==> config.mk <==
export PLATFORM = sky130hd
export DESIGN_NAME = tenbit_serializer
export DESIGN_NICKNAME = d
export VERILOG_FILES = /design/src/rtl/tws_pkg.sv /design/src/rtl/slot_ring.sv /design/src/rtl/word_intake.sv /design/src/rtl/lane_stager.sv /design/src/rtl/bit_picker.sv /design/src/rtl/tenbit_serializer.sv
export SDC_FILE = /design/constraint.sdc
export NUM_CORES = 1
export LEC_CHECK = 0
export BUFFER_PORTS_ARGS = -buffer_cell sky130_fd_sc_hd__buf_4
export CAP_MARGIN = 10
export CORE_UTILIZATION = 40
export DETAILED_ROUTE_END_ITERATION = 10
export GPL_TIMING_DRIVEN = 0
export PLACE_DENSITY = 0.55
export SLEW_MARGIN = 30
export SYNTH_ARGS = -nofsm -noshare
export SYNTH_HDL_FRONTEND = slang
export SYNTH_SLANG_ARGS = --single-unit
==> constraint.sdc <==
create_clock -name clk -period 2.9 [get_ports clk]
set_input_delay 0.435 -clock clk [delete_from_list [all_inputs] [get_ports clk]]
set_output_delay 0.435 -clock clk [all_outputs]
set_load 0.05 [all_outputs]
==> src/rtl/tws_pkg.sv <==
package tws_pkg;

  // Which half of the current word the lane stage is presenting.
  typedef enum logic {
    HALF_UPPER = 1'b0,
    HALF_LOWER = 1'b1
  } half_e;

endpackage

==> src/rtl/slot_ring.sv <==
module slot_ring
  import tws_pkg::*;
#(
  parameter int LANES = 5
) (
  input  logic             clk,
  input  logic             rst,
  output logic [LANES-1:0] slot_oh,
  output logic             group_end,
  output half_e            half_q
);

  localparam int LAST = LANES - 1;

  // One-hot phase ring: slot 0 after reset, one step per bit clock.
  always_ff @(posedge clk) begin
    if (rst) begin
      slot_oh <= {{(LANES-1){1'b0}}, 1'b1};
    end else begin
      slot_oh <= {slot_oh[LANES-2:0], slot_oh[LAST]};
    end
  end

  assign group_end = slot_oh[LAST];

  // Half selector runs at half the group rate. It resets to the lower
  // half, so the first group boundary after reset is a word boundary.
  always_ff @(posedge clk) begin
    if (rst) begin
      half_q <= HALF_LOWER;
    end else if (group_end) begin
      half_q <= (half_q == HALF_UPPER) ? HALF_LOWER : HALF_UPPER;
    end
  end

  // exactly one phase is active
  p_ring_onehot_r8: assert property (@(posedge clk) disable iff (rst)
    $countones(slot_oh) == 1);

  // after the last slot the ring is back at slot 0
  p_ring_wrap_r8: assert property (@(posedge clk) disable iff (rst)
    slot_oh[LAST] |=> slot_oh[0]);

  // the half selector only moves at a group boundary
  p_half_toggle_r8: assert property (@(posedge clk) disable iff (rst)
    (half_q != $past(half_q)) |-> $past(slot_oh[LAST]));

endmodule

==> src/rtl/word_intake.sv <==
module word_intake #(
  parameter int WORD_W = 10
) (
  input  logic              clk,
  input  logic              rst,
  input  logic              word_load,
  input  logic [WORD_W-1:0] word_in,
  input  logic              take,
  output logic [WORD_W-1:0] buf_q,
  output logic              buf_full,
  output logic              overrun_q
);

  logic accept;
  logic refuse;

  // A strobe gets in if the slot is free, or is being emptied this cycle.
  assign accept = word_load && (!buf_full || take);
  assign refuse = word_load && buf_full && !take;

  always_ff @(posedge clk) begin
    if (rst) begin
      buf_q     <= '0;
      buf_full  <= 1'b0;
      overrun_q <= 1'b0;
    end else begin
      overrun_q <= refuse;
      if (accept) begin
        buf_q    <= word_in;
        buf_full <= 1'b1;
      end else if (take) begin
        buf_full <= 1'b0;
      end
    end
  end

  // a refused strobe leaves the held word untouched
  p_refuse_keeps_word_r6: assert property (@(posedge clk) disable iff (rst)
    (word_load && buf_full && !take) |=> (buf_full && buf_q == $past(buf_q)));

  // overrun is a single-cycle pulse per refused strobe
  p_overrun_cause_r6: assert property (@(posedge clk) disable iff (rst)
    overrun_q |-> ($past(word_load) && $past(buf_full)));

  // a strobe on a draining edge is taken in
  p_accept_on_drain_r5: assert property (@(posedge clk) disable iff (rst)
    (word_load && take) |=> (buf_full && !overrun_q));

endmodule

==> src/rtl/lane_stager.sv <==
module lane_stager
  import tws_pkg::*;
#(
  parameter int WORD_W = 10,
  parameter int LANES  = WORD_W / 2
) (
  input  logic              clk,
  input  logic              rst,
  input  logic              group_end,
  input  half_e             half_q,
  input  logic [WORD_W-1:0] buf_q,
  input  logic              buf_full,
  output logic              take,
  output logic [LANES-1:0]  stage_q,
  output logic              stage_valid,
  output logic              stage_first
);

  // A word boundary is the end of a lower-half group.
  assign take = group_end && (half_q == HALF_LOWER);

  logic [LANES-1:0] lower_hold;
  logic             lower_valid;

  // Per-lane retiming: each lane loads only at a group boundary, so it is
  // steady through every slot that may select it.
  for (genvar l = 0; l < LANES; l++) begin : g_lane
    always_ff @(posedge clk) begin
      if (rst) begin
        stage_q[l]    <= 1'b0;
        lower_hold[l] <= 1'b0;
      end else if (take) begin
        stage_q[l]    <= buf_full & buf_q[LANES + l];
        lower_hold[l] <= buf_full & buf_q[l];
      end else if (group_end) begin
        stage_q[l]    <= lower_hold[l];
      end
    end
  end

  always_ff @(posedge clk) begin
    if (rst) begin
      stage_valid <= 1'b0;
      stage_first <= 1'b0;
      lower_valid <= 1'b0;
    end else if (take) begin
      stage_valid <= buf_full;
      stage_first <= buf_full;
      lower_valid <= buf_full;
    end else if (group_end) begin
      stage_valid <= lower_valid;
      stage_first <= 1'b0;
    end
  end

  // lanes hold still inside a group
  p_lanes_steady_r7: assert property (@(posedge clk) disable iff (rst)
    !group_end |=> $stable(stage_q));

  // an empty stage carries no ones
  p_idle_zero_r10: assert property (@(posedge clk) disable iff (rst)
    !stage_valid |-> (stage_q == '0));

endmodule

==> src/rtl/bit_picker.sv <==
module bit_picker #(
  parameter int LANES = 5
) (
  input  logic             clk,
  input  logic             rst,
  input  logic [LANES-1:0] slot_oh,
  input  logic [LANES-1:0] stage_q,
  input  logic             stage_valid,
  input  logic             stage_first,
  output logic             ser_out,
  output logic             word_mark
);

  localparam int LAST = LANES - 1;

  // Slot k selects lane LAST-k, so the top lane goes out first.
  logic [LANES-1:0] hit;
  logic             pick;

  for (genvar k = 0; k < LANES; k++) begin : g_slot
    assign hit[k] = slot_oh[k] & stage_q[LAST - k];
  end

  assign pick = |hit;

  always_ff @(posedge clk) begin
    if (rst) begin
      ser_out   <= 1'b0;
      word_mark <= 1'b0;
    end else begin
      ser_out   <= pick;
      word_mark <= stage_first & slot_oh[0];
    end
  end

  // the marker only follows slot 0 of a word's first group
  p_mark_slot0_r3: assert property (@(posedge clk) disable iff (rst)
    word_mark |-> ($past(slot_oh[0]) && $past(stage_valid)));

  // the marker never lasts into the second bit
  p_mark_single_r3: assert property (@(posedge clk) disable iff (rst)
    word_mark |=> !word_mark);

endmodule

==> src/rtl/tenbit_serializer.sv <==
module tenbit_serializer
  import tws_pkg::*;
#(
  parameter int WORD_W = 10
) (
  input  logic              clk,
  input  logic              rst,
  input  logic              word_load,
  input  logic [WORD_W-1:0] word_in,
  output logic              ser_out,
  output logic              word_mark,
  output logic              load_overrun
);

  localparam int LANES = WORD_W / 2;

  logic [LANES-1:0]  slot_oh;
  logic              group_end;
  half_e             half_q;
  logic              take;
  logic [WORD_W-1:0] buf_q;
  logic              buf_full;
  logic [LANES-1:0]  stage_q;
  logic              stage_valid;
  logic              stage_first;

  slot_ring #(.LANES(LANES)) i_ring (
    .clk       (clk),
    .rst       (rst),
    .slot_oh   (slot_oh),
    .group_end (group_end),
    .half_q    (half_q)
  );

  word_intake #(.WORD_W(WORD_W)) i_intake (
    .clk       (clk),
    .rst       (rst),
    .word_load (word_load),
    .word_in   (word_in),
    .take      (take),
    .buf_q     (buf_q),
    .buf_full  (buf_full),
    .overrun_q (load_overrun)
  );

  lane_stager #(.WORD_W(WORD_W), .LANES(LANES)) i_stage (
    .clk         (clk),
    .rst         (rst),
    .group_end   (group_end),
    .half_q      (half_q),
    .buf_q       (buf_q),
    .buf_full    (buf_full),
    .take        (take),
    .stage_q     (stage_q),
    .stage_valid (stage_valid),
    .stage_first (stage_first)
  );

  bit_picker #(.LANES(LANES)) i_pick (
    .clk         (clk),
    .rst         (rst),
    .slot_oh     (slot_oh),
    .stage_q     (stage_q),
    .stage_valid (stage_valid),
    .stage_first (stage_first),
    .ser_out     (ser_out),
    .word_mark   (word_mark)
  );

  // outputs are quiet in the first cycle after reset
  p_quiet_after_reset_r1: assert property (@(posedge clk)
    $past(rst) |-> (!ser_out && !word_mark && !load_overrun));

endmodule

==> metrics.cfg, run 1 <==
[status]
status=complete, but fails checks
violations=design-rule violations

[final_layout]
fin_util_pct=50.9
n_antenna_cell=0
drive_gt1_share_pct=22.4
mostFrequentLayoutCell=dfxtp_1
layout-area-overhead-vs-synth_pct=16.9
final_area_sq_um=1440
nNetsFinal=160
most-common-layout-cells=31 x dfxtp_1, 26 x nand2b_1, 18 x buf_4
fillers=285

[clock_network]
holdBufCountCts=0
cts_setup_buffers=0
clk_path_buf_depth=2
htree_levels=2
clk_latency_ps=320
cts_tree=yes
cts.reportedPaths.clkPinSlew_ps=90
cts_root_buf=clkbuf_4
cts_sinks=31
cts_resized=0
numCtsBuffers=5

[synth]
synth_edf_count=0
yosys_warnings=0
ys_seq_elements=31
syn_inst=125
syn-num-nets=138
synth_area_leaders=dfxtp_1 50%, nand2b_1 13%, mux2i_1 8.1%
synth.top_cell.area_share_pct=50.4
synth-main-ff-cell=dfxtp_1
syn_avg_cell_area_sq_um=9.86
synth.largest_area_cell=dfxtp_1
yosysSeqAreaShare_pct=50.4
async_reset_ff_share_pct=0
ys_types=23
synth_area_sq_um=1230

[routing]
wire_per_inst_microns=12.6
wirelength_microns=2240
drc_errors=1
postRouteAntennaNets=0
drt_iter0_drc=16
first_pass_iters=7
vias_per_cell=5.03
dr_total_vias=895

[setup_path]
cp_slowest_cell=dfxtp_1
worst_setup_path_end_kind=output port
cp_data_arrival_time_ps=820
worst-path-stages=1
path_cells=buf_4
cp.buffers_inverters=1
required_ps=2470
ff2ff_path_depth=5
start_kind=flip-flop
critPathMaxFanout=1
crit_family=flip-flops
crit_type=reg -> out
slowest_delay_ps=310

[floorplan]
die_y_microns=57.5
rows=19
die_x_microns=57.5
num_io_pins=16
initial_utilization_pct=43.6
coreArea_sq_um=2830
dieArea_sq_um=3310

[sta]
drv_slew=0
rsz0062_at_grt=false
layout_min_cycle_time_ps=1250
fin_setup_tns_ps=0
fmax_mhz=797
finalHoldViolCount=0
worstMarginPinSlew_ps=315
slew_headroom_pct=79.0
fin_worst_skew_ps=3.56
setup_violations=0
finalCritPeriodShare_pct=43.3

[power_and_ir_drop]
p_comb_share_pct=8.9
p_int_uw=590
switching_share_pct=23.1
seq_power_share_pct=58.7
vdd_drop_max_v=0.000290
switchingPower_uw=177
power_density_nw_per_um2=533
p_leak_nw=0.546
power.clock.fraction_pct=32.4

[grt]
track_usage_pct=16.7
grt_pass1_wl_microns=4070
grt.overflow.total=0
grt_start_max_net_pins=11
grt_pass1_vias=874
antenna_found_initial=0

[placed_design]
io_buffers=15
placed_cell_area_sq_um=1380
hpwl_microns=1630
place.gp.congestion=0.738

[hold_path]
hold_depth=2
hold_class=in -> reg

[job]
drv_cap=0

-- kinds of logic (layout without fill, tap and decap cells) --
group | Yosys count | in the layout | share of synthesized area, %
buffers and inverters | 10 | 32 | 4.97
DFF | 31 | 31 | 50.4
and+or+nand+nor | 57 | 57 | 26.8
muxes | 10 | 10 | 8.12
AOI/OAI and AO/OA | 17 | 17 | 9.75
-- metal layers --
layer | vias up | part of all wire, % | global-route usage (%)
li1 | 471 | - | -
met1 | 402 | 49 | 21.0
met2 | 17 | 44 | 25.4
met3 | 5 | 4.8 | 6.35
met4 | 0 | 1.9 | 7.32
met5 | - | 0 | 0
-- power by group through the flow --
stage	registers, mW	logic, mW	clock network [mW]
5_1_grt	0.453	0.0767	0.283
3_3_place_gp	0.460	0.0684	0
3_5_place_dp	0.460	0.0696	0
2_1_floorplan	0.460	0.0436	0
4_1_cts	0.451	0.0700	0.258
6_report	0.450	0.0685	0.248
-- flip-flops by register name, summed over array words and instances, names as in the netlist --
register	cells
i_intake.buf_q	10
i_ring.slot_oh	5
i_stage.lower_hold	5
i_stage.stage_q	5
i_intake.buf_full	1
i_intake.overrun_q	1
i_pick.ser_out	1
i_pick.word_mark	1
i_ring.half_q	1
i_stage.stage_first	1
-- metrics by stage --
step	std cells	setup slack, ps	hold slack, ps	power, mW
CTS	178	1630	287	0.779
global placement	171	1660	440	0.529
finish	178	1650	304	0.767
global route	178	1580	284	0.812
floorplan	125	1870	431	0.504
detailed placement	171	1650	444	0.530
-- synthesized netlist by cell type (2+ instances only) --
cell type   n
a311oi_1    5
mux2i_1    10
dfxtp_1    31
a21oi_1     8
nand2b_1   26
clkbuf_1    2
nand3_1     6
buf_2       4
buf_4       3
nor2_1      6
nor2b_1     4
nand4_1     5
nand2_1     5
-- final timing paths --
kind / from / to / slack, ps
setup / recovery: i_pick.ser_out / ser_out / 1650
hold / removal: rst / i_ring.slot_oh[1] / 300
setup reg to reg: i_ring.half_q / i_intake.buf_q[6] / 1730
hold reg to reg: i_stage.lower_hold[0] / i_stage.lower_hold[0] / 460
-- area by class of cell --
cell class	count	area, sq um	share of cell area, %
flip-flops and latches	31	621	43.1
multi-input cells	84	551	38.2
repair buffers	15	113	7.82
plain buffers	10	61.3	4.26
clock buffers	6	51.3	3.56
well taps	31	38.8	2.69
clock inverters	1	5.00	0.348
No activity file was read; power rests on OpenSTA's default activity.
==> inputs of run 2 (changes only) <==
--- a/config.mk
+++ b/config.mk
@@ -10,7 +10,7 @@
 export CORE_UTILIZATION = 40
 export DETAILED_ROUTE_END_ITERATION = 10
 export GPL_TIMING_DRIVEN = 0
-export PLACE_DENSITY = 0.55
+export PLACE_DENSITY = 0.57
 export SLEW_MARGIN = 30
 export SYNTH_ARGS = -nofsm -noshare
 export SYNTH_HDL_FRONTEND = slang
==> constraint.sdc (replaced) <==
create_clock -name clk -period 1.08 [get_ports clk]
set_input_delay 0.162 -clock clk [delete_from_list [all_inputs] [get_ports clk]]
set_output_delay 0.162 -clock clk [all_outputs]
set_load 0.05 [all_outputs]
==> run 2 against run 1 <==
The run ends with design-rule violations, negative setup slack left. Non-clock buffer count rose by 5. Register-to-register slack worse by 1700 ps. Total power increased to 2.7 times the previous value. Routed wire length grew 4.3%. Die area unchanged. Final cell count rose by 3.4%. Clock power grew to 2.6 times the previous value. First-iteration DRC count rose by 19%. Sequential power grew to 2.7 times the previous value. Critical path depth up 4. Largest cell class unchanged. Highest routed layer unchanged.
==> metrics.cfg, run 2 (synthesis gave the netlist of run 1 again) <==
[status]
status=complete, but fails checks
violations=design-rule violations, negative setup slack

[sta]
finalWorstSetupSlack_ps=-0.369  ; -1650 ps
fmax_mhz=926
layout_min_cycle_time_ps=1080
worstMarginPinSlew_ps=322  ; +6.13 ps
drv_slew=0  ; unchanged
finalCritPeriodShare_pct=100
rsz0062_at_grt=true
fin_worst_skew_ps=9.91  ; +6.35 ps
finalHoldViolCount=0  ; unchanged
fin_setup_tns_ps=-0.369  ; -0.369 ps
setup_violations=1  ; +1
slew_headroom_pct=78.6  ; -0.41 points

[routing]
wirelength_microns=2330  ; +4.3%
drc_errors=1  ; unchanged
postRouteAntennaNets=0  ; unchanged
first_pass_iters=7  ; unchanged
wire_per_inst_microns=12.7  ; +0.89%
drt_iter0_drc=19  ; +3
dr_total_vias=948  ; +5.9%
vias_per_cell=5.15  ; +2.5%

[final_layout]
largest_register_ffs=10  ; unchanged
most-common-layout-cells=28 x dfxtp_1, 25 x nand2b_1, 21 x buf_4
mostFrequentLayoutCell=dfxtp_1
drive_gt1_share_pct=28.8  ; +6.3 points
nNetsFinal=165  ; +3.1%
n_antenna_cell=0  ; unchanged
layout-area-overhead-vs-synth_pct=23.7
top_register=i_intake.buf_q

[hold_path]
hold-path-endpoint=i_ring.slot_oh[1]
hp-start=rst
hold_depth=2  ; unchanged
hold_class=in -> reg

[clock_network]
cts_sinks=31  ; unchanged
cts.reportedPaths.clkPinSlew_ps=100  ; about the same
clk_path_buf_depth=2  ; unchanged
numCtsBuffers=5  ; unchanged
cts_root_buf=clkbuf_4
cts_tree=yes
htree_levels=2  ; unchanged
holdBufCountCts=0  ; unchanged
clk_latency_ps=340  ; +20 ps

[power_and_ir_drop]
power_density_nw_per_um2=1350  ; +150%
p_leak_nw=0.591  ; +8.3%
vdd_drop_max_v=0.000851  ; +190%
finalPower_mw=2.05  ; +170%

[grt]
antenna_found_initial=0  ; unchanged
grt.overflow.total=0  ; unchanged
grt_start_max_net_pins=11  ; unchanged
track_usage_pct=16.7  ; -0.040 points
grt_pass1_wl_microns=4080  ; +0.15%
grt_pass1_vias=937  ; +7.2%

[floorplan]
die_x_microns=57.5  ; unchanged
num_io_pins=16  ; unchanged
initial_utilization_pct=43.6  ; unchanged
die_y_microns=57.5  ; unchanged
rows=19  ; unchanged
dieArea_sq_um=3310  ; unchanged
coreArea_sq_um=2830  ; unchanged

[setup_path]
start_kind=flip-flop
worst_setup_path_end_kind=flip-flop
cp_data_arrival_time_ps=1340  ; +520 ps
critPathMaxFanout=5  ; +4
reg2reg_from=i_ring.half_q
r2r_slack_ps=-0.4  ; -1730 ps
crit_type=reg -> reg
ff2ff_path_depth=5  ; unchanged
required_ps=1340  ; -1130 ps
reg2reg_to=i_intake.buf_q[6]

[placed_design]
hpwl_microns=1570  ; -3.4%
io_buffers=15  ; unchanged
place.gp.congestion=0.711  ; -3.7%

[job]
drv_cap=0  ; unchanged

-- run 2: final cells by class --
| type | count | area (sq um) |
|---|---|---|
| fill | 267 | 1310 |
| sequential | 31 | 627 |
| multi-input combinational | 84 | 581 |
| timing repair buffer | 20 | 154 |
| buffer | 10 | 71.3 |
| tap | 31 | 38.8 |
| clock buffer | 5 | 37.5 |
| clock inverter | 3 | 15.0 |
-- run 2: how the worst max path moves through the flow --
stage	startpoint	to	slack (ps)	cells past startpoint
2_1_floorplan	i_ring.half_q	i_intake.buf_q[0]	50	5
3_3_place_gp	i_ring.half_q	i_intake.buf_q[4]	-60	5
3_5_place_dp	i_ring.half_q	i_intake.buf_q[6]	-90	5
4_1_cts	i_ring.half_q	i_intake.buf_q[6]	-20	5
5_1_grt	i_ring.half_q	i_intake.buf_q[6]	-70	5
6_report	i_ring.half_q	i_intake.buf_q[6]	-0.4	5
-- run 2: repair_timing --
item                                    CTS  global route
pin swaps                                 1             5
resized for setup                         7             7
endpoints found under the setup margin   10            18
buffers inserted                          2             2
endpoints found under the hold margin     0             0
cloned                                    1             0
-- run 2: power by group --
group	switching (mW)	leakage, nW	internal (mW)
logic	0.0925	0.303	0.111
registers	0.0267	0.253	1.18
clock network	0.395	0.0347	0.242
-- run 2: metal layers --
layer / track usage (%) / vias up / routed length (microns)
li1: - / 489 / -
met1: 19.4 / 432 / 1120
met2: 26.4 / 19 / 1060
met3: 4.76 / 8 / 90
met4: 11.5 / 0 / 62
met5: 0 / - / 0
-- run 2: per-stage QoR --
| step | std cells | setup slack, ps | cell area (sq um) | utilization [%] | hold slack, ps |
|---|---|---|---|---|---|
| floorplan | 125 | 46.0 | 1230 | - | 241 |
| global placement | 171 | -61.3 | 1380 | 48.9 | 371 |
| detailed placement | 171 | -87.1 | 1380 | 48.9 | 367 |
| CTS | 182 | -19.1 | 1490 | 52.5 | 14.0 |
| global route | 184 | -71.6 | 1520 | 53.9 | 24.2 |
| finish | 184 | -0.369 | 1520 | 53.9 | 27.7 |
-- run 2: worst max-delay path, cell delays in order (launching register included) --
cell and delay [ps]:
dfxtp_2 340, buf_6 120, nand2_8 50, a21boi_4 160
buf_6 160, mux2i_1 180
